### src/rtl/lpm_pkg.sv
package lpm_pkg;

    typedef enum logic [2:0] {
        ST_RUN    = 3'd0,
        ST_LIGHT  = 3'd1,
        ST_MEDIUM = 3'd2,
        ST_DEEP   = 3'd3,
        ST_WK_OSC = 3'd4,
        ST_WK_PLL = 3'd5,
        ST_WK_SYS = 3'd6
    } lpm_state_e;

    typedef struct packed {
        logic core;
        logic sys;
        logic wd;
        logic pll;
        logic osc;
    } clk_en_t;

    // Enable pattern held in each state; outputs are registered from it.
    function automatic clk_en_t enables_for(lpm_state_e s);
        clk_en_t e;
        case (s)
            ST_RUN:    e = '{core: 1'b1, sys: 1'b1, wd: 1'b1, pll: 1'b1, osc: 1'b1};
            ST_LIGHT:  e = '{core: 1'b0, sys: 1'b1, wd: 1'b1, pll: 1'b1, osc: 1'b1};
            ST_MEDIUM: e = '{core: 1'b0, sys: 1'b0, wd: 1'b1, pll: 1'b1, osc: 1'b1};
            ST_DEEP:   e = '{core: 1'b0, sys: 1'b0, wd: 1'b0, pll: 1'b0, osc: 1'b0};
            ST_WK_OSC: e = '{core: 1'b0, sys: 1'b0, wd: 1'b1, pll: 1'b0, osc: 1'b1};
            ST_WK_PLL: e = '{core: 1'b0, sys: 1'b0, wd: 1'b1, pll: 1'b1, osc: 1'b1};
            ST_WK_SYS: e = '{core: 1'b0, sys: 1'b1, wd: 1'b1, pll: 1'b1, osc: 1'b1};
            default:   e = '{core: 1'b1, sys: 1'b1, wd: 1'b1, pll: 1'b1, osc: 1'b1};
        endcase
        return e;
    endfunction

endpackage

### src/rtl/lpm_cfg_reg.sv
module lpm_cfg_reg #(
    parameter int REG_W    = 16,
    parameter int NUM_PERI = 6,
    parameter int MODE_LSB = 12,
    parameter int FLASH_BIT = 14
) (
    input  logic                clk,
    input  logic                rst_n,
    input  logic                cfg_wr,
    input  logic [REG_W-1:0]    cfg_wdata,
    output logic [1:0]          depth,
    output logic                flash_off,
    output logic [NUM_PERI-1:0] periph_en
);

    typedef struct packed {
        logic [1:0]          depth;
        logic                flash_off;
        logic [NUM_PERI-1:0] periph;
    } cfg_t;

    cfg_t cfg_d, cfg_q;

    // Bits of the word that carry no field in this block.
    logic unused_cfg_bits;
    assign unused_cfg_bits = ^cfg_wdata;

    always_comb begin
        cfg_d = cfg_q;
        if (cfg_wr) begin
            cfg_d.depth     = cfg_wdata[MODE_LSB +: 2];
            cfg_d.flash_off = cfg_wdata[FLASH_BIT];
            cfg_d.periph    = cfg_wdata[NUM_PERI-1:0];
        end
    end

    always_ff @(posedge clk or negedge rst_n) begin
        if (!rst_n) cfg_q <= '0;
        else        cfg_q <= cfg_d;
    end

    assign depth     = cfg_q.depth;
    assign flash_off = cfg_q.flash_off;
    assign periph_en = cfg_q.periph;

    assert_periph_hold_R10: assert property (@(posedge clk) disable iff (!rst_n)
        !cfg_wr |=> $stable(periph_en));

endmodule

### src/rtl/lpm_wake_qual.sv
module lpm_wake_qual
    import lpm_pkg::*;
(
    input  lpm_state_e state,
    input  logic       periph_irq,
    input  logic       ext_irq,
    input  logic       wake_irq,
    input  logic       fault_irq,
    output logic       wake
);

    // The deeper the sleep, the fewer sources still have a clock to reach us.
    always_comb begin
        case (state)
            ST_LIGHT:  wake = periph_irq | ext_irq | fault_irq;
            ST_MEDIUM: wake = wake_irq | ext_irq | fault_irq;
            ST_DEEP:   wake = fault_irq;
            default:   wake = 1'b0;
        endcase
    end

endmodule

### src/rtl/lpm_seq.sv
module lpm_seq
    import lpm_pkg::*;
#(
    parameter int CNT_W = 8
) (
    input  logic             clk,
    input  logic             rst_n,
    input  logic             idle_req,
    input  logic [1:0]       depth,
    input  logic             flash_off,
    input  logic             wake,
    input  logic [CNT_W-1:0] settle_len,
    output lpm_state_e       state,
    output clk_en_t          en,
    output logic             halt_err
);

    typedef struct packed {
        lpm_state_e       st;
        logic [CNT_W-1:0] cnt;
        clk_en_t          en;
        logic             err;
    } seq_t;

    localparam seq_t SEQ_RESET = '{st: ST_RUN, cnt: '0, en: 5'b11111, err: 1'b0};

    seq_t seq_d, seq_q;

    always_comb begin
        seq_d     = seq_q;
        seq_d.err = 1'b0;
        case (seq_q.st)
            ST_RUN: begin
                if (idle_req) begin
                    if (depth == 2'b00)      seq_d.st = ST_LIGHT;
                    else if (depth == 2'b01) seq_d.st = ST_MEDIUM;
                    else if (flash_off)      seq_d.st = ST_DEEP;
                    else                     seq_d.err = 1'b1;
                end
            end
            ST_LIGHT:  if (wake) seq_d.st = ST_RUN;
            ST_MEDIUM: if (wake) seq_d.st = ST_WK_SYS;
            ST_DEEP: begin
                if (wake) begin
                    seq_d.st  = ST_WK_OSC;
                    seq_d.cnt = settle_len;
                end
            end
            ST_WK_OSC: begin
                if (seq_q.cnt == '0) begin
                    seq_d.st  = ST_WK_PLL;
                    seq_d.cnt = settle_len;
                end else begin
                    seq_d.cnt = seq_q.cnt - CNT_W'(1);
                end
            end
            ST_WK_PLL: begin
                if (seq_q.cnt == '0) seq_d.st  = ST_WK_SYS;
                else                 seq_d.cnt = seq_q.cnt - CNT_W'(1);
            end
            ST_WK_SYS: seq_d.st = ST_RUN;
            default:   seq_d.st = ST_RUN;
        endcase
        // Enables follow the registered state only, so they cannot glitch.
        seq_d.en = enables_for(seq_d.st);
    end

    always_ff @(posedge clk or negedge rst_n) begin
        if (!rst_n) seq_q <= SEQ_RESET;
        else        seq_q <= seq_d;
    end

    assign state    = seq_q.st;
    assign en       = seq_q.en;
    assign halt_err = seq_q.err;

    assert_core_needs_sys_R12: assert property (@(posedge clk) disable iff (!rst_n)
        en.core |-> en.sys);
    assert_sys_needs_pll_R12: assert property (@(posedge clk) disable iff (!rst_n)
        en.sys |-> en.pll);
    assert_pll_needs_osc_R12: assert property (@(posedge clk) disable iff (!rst_n)
        en.pll |-> (en.osc && en.wd == en.osc));
    assert_err_keeps_run_R5: assert property (@(posedge clk) disable iff (!rst_n)
        halt_err |-> (en == 5'b11111));
    assert_core_after_sys_R7: assert property (@(posedge clk) disable iff (!rst_n)
        $rose(en.core) |-> $past(en.sys));

endmodule

### src/rtl/lpm_clk_ctrl.sv
module lpm_clk_ctrl
    import lpm_pkg::*;
#(
    parameter int REG_W    = 16,
    parameter int NUM_PERI = 6,
    parameter int CNT_W    = 8
) (
    input  logic                clk,
    input  logic                rst_n,
    input  logic                cfg_wr,
    input  logic [REG_W-1:0]    cfg_wdata,
    input  logic                idle_req,
    input  logic                periph_irq,
    input  logic                ext_irq,
    input  logic                wake_irq,
    input  logic                fault_irq,
    input  logic [CNT_W-1:0]    settle_len,
    output logic                core_clk_en,
    output logic                sys_clk_en,
    output logic                wd_clk_en,
    output logic                pll_en,
    output logic                osc_en,
    output logic [NUM_PERI-1:0] periph_clk_en,
    output logic                halt_err
);

    localparam int MODE_LSB  = 12;
    localparam int FLASH_BIT = MODE_LSB + 2;

    logic [1:0] depth;
    logic       flash_off;
    logic       wake;
    lpm_state_e state;
    clk_en_t    en;

    lpm_cfg_reg #(
        .REG_W(REG_W), .NUM_PERI(NUM_PERI), .MODE_LSB(MODE_LSB), .FLASH_BIT(FLASH_BIT)
    ) u_cfg (
        .clk(clk), .rst_n(rst_n), .cfg_wr(cfg_wr), .cfg_wdata(cfg_wdata),
        .depth(depth), .flash_off(flash_off), .periph_en(periph_clk_en)
    );

    lpm_wake_qual u_wake (
        .state(state), .periph_irq(periph_irq), .ext_irq(ext_irq),
        .wake_irq(wake_irq), .fault_irq(fault_irq), .wake(wake)
    );

    lpm_seq #(.CNT_W(CNT_W)) u_seq (
        .clk(clk), .rst_n(rst_n), .idle_req(idle_req), .depth(depth),
        .flash_off(flash_off), .wake(wake), .settle_len(settle_len),
        .state(state), .en(en), .halt_err(halt_err)
    );

    assign core_clk_en = en.core;
    assign sys_clk_en  = en.sys;
    assign wd_clk_en   = en.wd;
    assign pll_en      = en.pll;
    assign osc_en      = en.osc;

    assert_deep_hold_R8: assert property (@(posedge clk) disable iff (!rst_n)
        (state == ST_DEEP && !fault_irq) |=> (en == 5'b00000));
    assert_light_pattern_R2: assert property (@(posedge clk) disable iff (!rst_n)
        (state == ST_LIGHT) |-> (sys_clk_en && !core_clk_en));
    assert_medium_pattern_R3: assert property (@(posedge clk) disable iff (!rst_n)
        (state == ST_MEDIUM) |-> (!sys_clk_en && pll_en && osc_en));

endmodule

### config.mk
export PLATFORM = sky130hd
export DESIGN_NAME = lpm_clk_ctrl
export DESIGN_NICKNAME = d
export VERILOG_FILES = /design/src/rtl/lpm_pkg.sv /design/src/rtl/lpm_cfg_reg.sv /design/src/rtl/lpm_wake_qual.sv /design/src/rtl/lpm_seq.sv /design/src/rtl/lpm_clk_ctrl.sv
export SDC_FILE = /design/constraint.sdc
export NUM_CORES = 1
export LEC_CHECK = 0
export BUFFER_PORTS_ARGS = -buffer_cell sky130_fd_sc_hd__buf_2
export CORE_UTILIZATION = 47
export DETAILED_ROUTE_END_ITERATION = 10
export GPL_TIMING_DRIVEN = 0
export PLACE_DENSITY_LB_ADDON = 0.15
export SETUP_SLACK_MARGIN = 0.02
export SLEW_MARGIN = 15
export SYNTH_ARGS = -nofsm -noshare
export SYNTH_HDL_FRONTEND = slang
export SYNTH_HIERARCHICAL = 1
export SYNTH_SLANG_ARGS = --single-unit
### constraint.sdc
create_clock -name clk -period 2.2 [get_ports clk]
set_input_delay 0.11 -clock clk [delete_from_list [all_inputs] [get_ports clk]]
set_output_delay 0.11 -clock clk [all_outputs]
set_load 0.02 [all_outputs]
Word-level counts from Yosys, hierarchy flattened --
Cells that the tools add are included.
Word-level totals: logic and storage cells 57, register bits 26, input port bits 32, output and inout port bits 12
Cells by class: reductions and logical operators 7, bitwise gates (word level) 4, eq/ne operators 14, add/sub/neg operators 1, muxes and demuxes 20
Operators by type and width (number):
- $mux 3 | 8
- $pmux 8 s3 | 1
- $pmux 5 s4 | 1
- $pmux 3 s6 | 1
- $mux 8 | 2
- $eq 3x3->1 const B | 5
- $eq 3x2->1 const B | 4
- $mux 11 | 1
- $logic_not 8->1 | 1
- $sub 8x1->8 const B | 1
- $eq 3x1->1 const B | 2
- $mux 1 | 5
- $or 1x1->1 | 4
- $reduce_or 2->1 | 2
- $logic_not 3->1 | 1
- $pmux 1 s3 | 1
- $reduce_and 3->1 | 1
- $reduce_bool 3->1 | 1
- $eq 2x1->1 const B | 1
- $logic_not 2->1 | 1
- $ne 2x1->1 const B | 1
- $ne 2x2->1 const B | 1

Depth between registers and ports, before layout --
Gate-level depths: netlist of the first run.
depth in word-level cells 8, gate-level depth with buffers 10, depth with buffers taken out 10

By module --
Netlist of the first run, hierarchy kept.
Modules (own cells, without submodules):
- lpm_seq | seq. area each 405.4 µm², area an instance 1192.4 µm², cells each 126, instances 1
- lpm_cfg_reg | seq. area each 225.2 µm², area an instance 371.6 µm², cells each 19, instances 1
- lpm_wake_qual | seq. area each 0.0 µm², area an instance 31.3 µm², cells each 5, instances 1

Worst setup path before layout of the first run --
OpenSTA, ideal clock, no wires.
kind register to register, start reg u_seq/seq_q[6] in the netlist's numbering, end reg u_seq.seq_q (netlist bit u_seq/en[3]), period minus slack after synthesis 2.315 ns, buffers on the path 0, stages on the path, launching flop included 10, arrival 2.231 ns, slack -0.115 ns, cells stage by stage dfrtp_1 > inv_1 > ha_1 > nor4b_4 > and2_1 > o22ai_1 > a211o_1 > ha_1 > and3_1 > a221o_1
RTL lines:
- start: declaration | line lpm_seq.sv:27 | seq_t seq_d, seq_q;
- start signal: assignment | line lpm_seq.sv:70 | else seq_q <= seq_d;

==> results of run 1 <==
## metal layers
metal | wire [µm] | global-route usage | vias up | share of wire
li1 | - | - | 698 | -
met1 | 1810 | 0.318 | 717 | 0.45
met2 | 1950 | 0.397 | 65 | 0.49
met3 | 192 | 0.0260 | 5 | 0.048
met4 | 43 | 0.0797 | 0 | 0.011
met5 | 0 | 0 | - | 0
## power by group
group          total, mW  leakage (nW)  internal (mW)  switching [mW]
registers          0.748         0.301          0.612           0.135
logic               1.75         0.686          0.892           0.854
clock network      0.224        0.0139         0.0698           0.154
## path summary, 6_finish.rpt
check	from	end	slack, ns	cells after the start
hold / removal	cfg_wdata[3]	u_cfg/periph_en[3]	0.02	2
setup / recovery	u_seq/state[0]	u_seq/en[3]	-0.11	9
setup reg to reg	u_seq/state[0]	u_seq/en[3]	-0.11	9
max in group asynchronous	rst_n	u_seq/state[1]	1.50	2
min in group asynchronous	rst_n	u_seq/state[2]	0.30	2
hold reg to reg	u_cfg/periph_en[0]	u_cfg/periph_en[0]	0.53	1
## layout make-up
type,count,share of cell area
multi-input combinational,106,0.438
sequential,25,0.282
timing repair buffer,63,0.182
buffer,14,0.0536
tap,44,0.0246
clock buffer,3,0.0100
inverter,4,0.00670
clock inverter,1,0.00335
## sequential cells by signal, summed over array words and instances, names as in the netlist
signal	cells
u_cfg/depth	2
u_cfg/flash_off	1
u_cfg/periph_en	6
u_seq/en	4
u_seq/halt_err	1
u_seq/seq_q	8
u_seq/state	3
## timing repair
| action | in CTS | in global routing |
|---|---|---|
| endpoints found under the hold margin | 27 | 2 |
| pin swaps | 10 | 4 |
| gates resized for setup | 28 | 6 |
| hold buffers | 7 | 2 |
| gates cloned | 0 | 0 |
| setup endpoints to repair | 10 | 10 |
| setup buffers | 11 | 8 |
## metrics by stage
stage | TNS [ns] | power (mW) | instance area, µm² | util | hold WS (ns)
after floorplan | -0.0801 | 1.72 | 1610 | - | -0.186
after global placement | -1.08 | 1.97 | 1840 | 0.590 | 0.134
after detailed placement | -1.50 | 2.02 | 1840 | 0.590 | 0.137
after CTS | -0.0510 | 2.55 | 2140 | 0.683 | 0.00249
after global routing | -0.490 | 2.90 | 2240 | 0.717 | 0.00590
final | -0.236 | 2.72 | 2240 | 0.717 | 0.0173
## kinds of logic after synthesis
group / Yosys count
and+or+nand+nor: 49
AOI/OAI and AO/OA: 39
DFF: 25
buffers and inverters: 19
muxes: 12
adders and majority gates: 5
xor gates and xnor gates: 1
## cells in the mapped netlist, drive strengths merged, types with 3 or more instances
library cell | instances | area share
o22ai | 5 | 0.020
o21ai | 4 | 0.013
o2bb2ai | 4 | 0.022
nor2 | 4 | 0.0094
and3 | 4 | 0.016
or2 | 4 | 0.017
nor2b | 4 | 0.016
buf | 12 | 0.054
dfstp | 4 | 0.066
a211oi | 4 | 0.019
dfrtp | 21 | 0.33
a21oi | 6 | 0.019
o211ai | 3 | 0.014
nand2 | 6 | 0.014
and2 | 4 | 0.016
ha | 5 | 0.039
mux2 | 11 | 0.10
inv | 4 | 0.0094
clkbuf | 3 | 0.0071
nor3 | 5 | 0.016
## critical path, stage by stage (launching register included)
cell	delay, ns
sky130_fd_sc_hd__dfrtp_1	0.47
sky130_fd_sc_hd__buf_6	0.14
sky130_fd_sc_hd__o21bai_4	0.15
sky130_fd_sc_hd__a311oi_2	0.28
sky130_fd_sc_hd__buf_4	0.18
sky130_fd_sc_hd__o22ai_4	0.07
sky130_fd_sc_hd__a211o_1	0.37
sky130_fd_sc_hd__ha_2	0.20
sky130_fd_sc_hd__and3_4	0.13
sky130_fd_sc_hd__a221o_1	0.26
==> flow_summary.rst, run 1 <==
.. list-table::
   :header-rows: 1

   * - Metric
     - Value
   * - Outcome
     - finished with violations
   * - Failing checks
     - negative setup slack
   * - Root cell of the clock tree
     - sky130_fd_sc_hd__clkbuf_4
   * - Startpoint class of the critical path
     - flop
   * - Largest fanout of any net on the critical path
     - 3
   * - Vias/cell
     - 5.71
   * - Worst min-delay path class
     - in2reg
   * - Inserted Clock Buffers
     - 3
   * - Register cell area after layout
     - 632 µm²
   * - Complex-gate fraction of the synthesized area
     - 0.184
   * - All-Layer GR Usage
     - 0.238
   * - Total nets after synthesis
     - ~190
   * - Clock Pin Slew Worst Setup and Hold Paths
     - 0.16 ns
   * - Yosys synthesis warning count
     - 6
   * - Share of synthesized cell area in full adder, half adder and majority cells
     - 0.0392
   * - NumNets Final
     - 254
   * - Fraction of final layout cells sized beyond drive strength 1
     - 0.542
   * - Die Height
     - 60.3 µm
   * - Clock tree from TritonCTS
     - yes
   * - Finish-stage setup viols
     - 3
   * - Number of global-route vias before repair
     - 1396
   * - Synth unique cells
     - 50
   * - Setup Crit Path Kind
     - reg2reg
   * - Register area share after synthesis
     - 0.395
   * - Arrival time at the worst endpoint
     - 2.59 ns
   * - GP Congestion
     - between 0.9 and 1
   * - Number of top-level pins
     - 44
   * - Time the worst path needs with I/O delays and setup
     - 2.31 ns
   * - Drc violations
     - 0
   * - Routed Antenna Nets
     - 0
   * - Largest net degree at the start of global routing
     - 26
   * - Multiplexer share of the synthesized area
     - 0.107
   * - Ys async rst share
     - 1.00
   * - Starting utilization of the core area
     - 0.510
   * - Worst vdd rail ir drop
     - 498 µV
   * - Number of placement rows
     - 20
   * - Number of DRC markers after the initial detailed-route iteration
     - 66
   * - EDFF count, synth
     - 0
   * - Number of antenna violations at the first check in global routing
     - 0
   * - Diode count
     - 0
   * - Synthesized flop and latch total
     - 25
   * - Setup crit end kind
     - flop
   * - Commonest non-fill, non-tap cell in the layout
     - sky130_fd_sc_hd__buf_2
   * - Main flop type after synthesis
     - sky130_fd_sc_hd__dfrtp_1
   * - Horizontal extent of the die
     - between 60 and 70 µm
   * - Instance count after placement with tap cells included
     - 229
   * - Required time at the endpoint of the critical path
     - 2.49 ns
   * - Most used cells in the layout excluding fill and tap cells
     - 36 x sky130_fd_sc_hd__buf_2, 28 x sky130_fd_sc_hd__buf_4, 20 x sky130_fd_sc_hd__dfrtp_1, 10 x sky130_fd_sc_hd__mux2_4, 9 x sky130_fd_sc_hd__dlygate4sd3_1
   * - Routed length per instance
     - 15.3 µm
   * - Number of buffers on the longest clock path
     - 2
   * - Layout area overhead
     - 40.5%
   * - Maximum frequency from static timing analysis
     - 433 MHz
   * - Wire length of the first global-routing pass
     - 6.35 mm
   * - Slack of the critical path
     - -0.109 ns
   * - Total Wirelength
     - 3.99 mm
   * - Cell Count, Final, Fillers Out
     - 260
   * - Via count
     - about 1500
   * - Layout filler cell count
     - 229
   * - Clock Sinks
     - 25
   * - Total area of multi-input combinational cells
     - roughly 980 µm²
   * - Core box area
     - 3130 µm²
   * - # H-tree levels
     - 1
   * - Xor/xnor cell area share of the yosys netlist
     - 0.00549
   * - Leakage dissipation
     - 1.00 nW
   * - Max-cap violations
     - 0
   * - Dominant combinational cell family by area after synthesis
     - simple AND/OR/NAND/NOR gates
   * - Number of port buffers
     - 35
   * - Cell area after technology mapping
     - 1600 µm²
   * - Power per standard cell area
     - 1210 nW/µm²
   * - Overall die area
     - between 3000 and 4000 µm²
   * - Worst slew slack as a fraction of its limit
     - 0.618
   * - Synth Area in Simple Gates
     - 0.198
   * - Post-Syn Instances
     - 150
   * - Detailed-routing iteration count for the pre-antenna-repair pass
     - 4
   * - Average cell area after synthesis
     - 10.6 µm²
   * - Clock latency of the later-clocked register in the worst-skew pair
     - approximately 0.34 ns
   * - Worst slack at placement
     - -0.329 ns
   * - RSZ-0062 raised after global routing
     - true
   * - Final Max Tran Viols
     - 0
   * - Least-Margin Pin Slew
     - 0.572 ns
   * - Final clock skew
     - roughly 0.013 ns
   * - Share of the cycle needed by the critical path after routing
     - 1.05
   * - Final hold violations
     - 0
   * - DP HPWL
     - 2.59 mm
   * - Residual overflow from global routing
     - 0
Note: power is estimated with default switching activity, not from simulation.
==> run 2, diff against run 1 <==
--- a/config.mk
+++ b/config.mk
@@ -6,9 +6,11 @@
 export NUM_CORES = 1
 export LEC_CHECK = 0
 export BUFFER_PORTS_ARGS = -buffer_cell sky130_fd_sc_hd__buf_2
+export CORE_MARGIN = 4
 export CORE_UTILIZATION = 47
 export DETAILED_ROUTE_END_ITERATION = 10
 export GPL_TIMING_DRIVEN = 0
+export HOLD_SLACK_MARGIN = 0.02
 export PLACE_DENSITY_LB_ADDON = 0.15
 export SETUP_SLACK_MARGIN = 0.02
 export SLEW_MARGIN = 15
==> flow_summary.rst, run 2 (synthesized netlist as in run 1, its figures left out) <==
.. list-table::
   :header-rows: 1

   * - Metric
     - Value
   * - Length of routed met2 wiring
     - 1.82 mm (was 1.95 mm)
   * - Final hold violations
     - 0 (unchanged)
   * - Startpoint of the worst register-to-register path
     - u_seq/state[2] (was u_seq/state[0])
   * - Cell Area, Placed
     - 1840 µm² (unchanged)
   * - Arrival time at the worst endpoint
     - 2.53 ns (was 2.59 ns)
   * - Clock Pin Slew Worst Setup and Hold Paths
     - 0.15 ns (was 0.16 ns)
   * - Inserted Clock Buffers
     - 3 (unchanged)
   * - Met3 wirelength from detailed routing
     - 263 µm (was 192 µm)
   * - Outcome
     - finished with violations (unchanged)
   * - Post-layout total power
     - 2.75 mW (was 2.72 mW)
   * - Routed Antenna Nets
     - 0 (unchanged)
   * - Slack of the critical path
     - -0.0526 ns (was -0.109 ns)
   * - Die Height
     - 66.3 µm (was 60.3 µm)
   * - Share of the cycle needed by the critical path after routing
     - 1.02 (was 1.05)
   * - Maximum frequency from static timing analysis
     - 444 MHz (was 433 MHz)
   * - Finish-stage setup viols
     - 1 (was 3)
   * - Worst slew slack as a fraction of its limit
     - 0.638 (was 0.618)
   * - Clock latency of the later-clocked register in the worst-skew pair
     - 0.33 ns (was 0.34 ns)
   * - Number of port buffers
     - 35 (unchanged)
   * - Largest register FFs
     - 8 (unchanged)
   * - Drc violations
     - 0 (unchanged)
   * - Horizontal extent of the die
     - 66.3 µm (was 60.3 µm)
   * - Number of antenna violations at the first check in global routing
     - 0 (unchanged)
   * - Routed length per instance
     - 15.1 µm (was 15.3 µm)
   * - RSZ-0062 raised after global routing
     - true (unchanged)
   * - Starting utilization of the core area
     - 0.506 (was 0.510)
   * - Clock tree from TritonCTS
     - yes (unchanged)
   * - Max-cap violations
     - 0 (unchanged)
   * - Power per standard cell area
     - 1230 nW/µm² (was 1210 nW/µm²)
   * - Number of DRC markers after the initial detailed-route iteration
     - 106 (was 66)
   * - Via count
     - 1431 (was 1485)
   * - Post-Route M1 WL
     - 1.74 mm (was 1.81 mm)
   * - NumNets Final
     - 249 (was 254)
   * - Diode count
     - 0 (unchanged)
   * - Number of buffers on the longest clock path
     - 2 (unchanged)
   * - Startpoint class of the critical path
     - flop (unchanged)
   * - Detailed-routing iteration count for the pre-antenna-repair pass
     - 4 (unchanged)
   * - Final Max Tran Viols
     - 0 (unchanged)
   * - Uppermost layer routed
     - met4 (unchanged)
   * - Clock Sinks
     - 25 (unchanged)
   * - Fraction of final layout cells sized beyond drive strength 1
     - 0.526 (was 0.542)
   * - Largest fanout of any net on the critical path
     - 3 (unchanged)
   * - # H-tree levels
     - 1 (unchanged)
   * - Core box area
     - 3150 µm² (was 3130 µm²)
   * - Largest register by flop count
     - u_seq/seq_q (unchanged)
   * - Number of placement rows
     - 20 (unchanged)
   * - Instance count after placement with tap cells included
     - 229 (unchanged)
   * - Setup crit end kind
     - flop (unchanged)
   * - Wire length of the first global-routing pass
     - 6.71 mm (was 6.35 mm)
   * - All-Layer GR Usage
     - 0.198 (was 0.238)
   * - GP Congestion
     - 0.912 (was 0.917)
   * - Largest net degree at the start of global routing
     - 26 (unchanged)
   * - Post-route cell area
     - 2240 µm² (about the same)
   * - Final clock skew
     - 0.00682 ns (was 0.0127 ns)
   * - Worst min-delay path class
     - in2reg (unchanged)
   * - Leakage dissipation
     - 0.983 nW (was 1.00 nW)
   * - Timing startpoint of the critical path
     - u_seq/state[2] (was u_seq/state[0])
   * - Root cell of the clock tree
     - sky130_fd_sc_hd__clkbuf_4 (unchanged)
   * - Setup Crit Path Kind
     - reg2reg (unchanged)
   * - Number of global-route vias before repair
     - 1475 (was 1396)
   * - Minimum hold slack
     - 0.0575 ns (was 0.0173 ns)
   * - Time the worst path needs with I/O delays and setup
     - 2.25 ns (was 2.31 ns)
   * - Cell Count, Final, Fillers Out
     - 255 (was 260)
   * - Vias/cell
     - 5.61 (was 5.71)
   * - Overall die area
     - 4390 µm² (was 3630 µm²)
   * - Commonest non-fill, non-tap cell in the layout
     - sky130_fd_sc_hd__buf_2 (unchanged)
   * - Total Wirelength
     - 3.86 mm (was 3.99 mm)
   * - Failing checks
     - negative setup slack (unchanged)
   * - Layout area overhead
     - 40.4% (was 40.5%)
   * - Required time at the endpoint of the critical path
     - 2.48 ns (was 2.49 ns)
   * - DP HPWL
     - 2.65 mm (was 2.59 mm)
   * - Startpoint of the worst hold path
     - settle_len[6] (was cfg_wdata[3])
   * - Worst slack at placement
     - -0.361 ns (was -0.329 ns)
   * - Residual overflow from global routing
     - 0 (unchanged)
   * - Least-Margin Pin Slew
     - 0.542 ns (was 0.572 ns)
   * - Number of top-level pins
     - 44 (unchanged)
   * - Most used cells in the layout excluding fill and tap cells
     - 36 x sky130_fd_sc_hd__buf_2, 22 x sky130_fd_sc_hd__buf_4, 20 x sky130_fd_sc_hd__dfrtp_1, 10 x sky130_fd_sc_hd__dlygate4sd3_1, 10 x sky130_fd_sc_hd__mux2_4 (was 36 x sky130_fd_sc_hd__buf_2, 28 x sky130_fd_sc_hd__buf_4, 20 x sky130_fd_sc_hd__dfrtp_1, 10 x sky130_fd_sc_hd__mux2_4, 9 x sky130_fd_sc_hd__dlygate4sd3_1)
   * - Worst vdd rail ir drop
     - 565 µV (was 498 µV)
run 2: changes by cell type in the layout (fill, tap and decap cells not counted), moves of 2 or more:
cell / before / now
sky130_fd_sc_hd__buf_4: 28 / 22
sky130_fd_sc_hd__nand2_1: 6 / 4
sky130_fd_sc_hd__nand2_2: 0 / 2
sky130_fd_sc_hd__and3_1: 2 / 4
run 2: report_power, final:
part	switching [mW]	total [mW]	internal, mW
logic	0.870	1.79	0.917
clock network	0.149	0.219	0.0696
registers	0.132	0.744	0.612
total	1.15	2.75	1.60
run 2: worst paths after layout:
path                                       to  slack (ns)  depth (start not counted)
min                           u_seq/seq_q[12]        0.06                          3
max reg2reg                       u_seq/en[3]       -0.05                          8
max in group asynchronous      u_seq/state[1]        1.55                          2
min reg2reg                u_cfg/periph_en[3]        0.53                          1
min in group asynchronous      u_seq/state[2]        0.27                          2
max                               u_seq/en[3]       -0.05                          8
run 2: cell type report:
type / count / area [µm²]
Buffer: 14 / 120
Clock buffer: 3 / 22.5
Clock inverter: 1 / 7.51
Fill cell: 234 / 913
Inverter: 4 / 15.0
Multi-Input combinational cell: 106 / 1010
Sequential cell: 25 / 632
Tap cell: 44 / 55.1
Timing Repair Buffer: 58 / 373
run 2: metrics by stage:
step | util | TNS (ns)
2_1_floorplan | - | -0.0801
5_1_grt | 0.710 | -0.287
3_5_place_dp | 0.585 | -1.63
3_3_place_gp | 0.585 | -1.09
6_report | 0.710 | -0.0526
4_1_cts | 0.685 | -0.0338
run 2: worst max-delay path: stages, from the launching register on:
cell                       delay, ns
sky130_fd_sc_hd__dfrtp_1        0.42
sky130_fd_sc_hd__clkbuf_8       0.14
sky130_fd_sc_hd__or4b_4         0.55
sky130_fd_sc_hd__o21bai_4       0.20
sky130_fd_sc_hd__a21oi_2        0.17
sky130_fd_sc_hd__nor2_2         0.07
sky130_fd_sc_hd__ha_1           0.29
sky130_fd_sc_hd__inv_1          0.06
sky130_fd_sc_hd__a221o_1        0.29
run 2: repair_timing:
action / 4_1_cts / 5_1_grt
setup buffers: 9 / 4
hold buffers: 10 / 0
hold endpoints to repair: 30 / 0
setup endpoints to repair: 10 / 9
pin swaps: 9 / 5
gates resized for setup: 28 / 10
run 2: layer usage:
layer | global-route usage | up-vias
li1 | - | 682
met1 | 0.255 | 690
met2 | 0.335 | 55
met3 | 0.0289 | 4
met4 | 0.0685 | 0
met5 | 0 | -
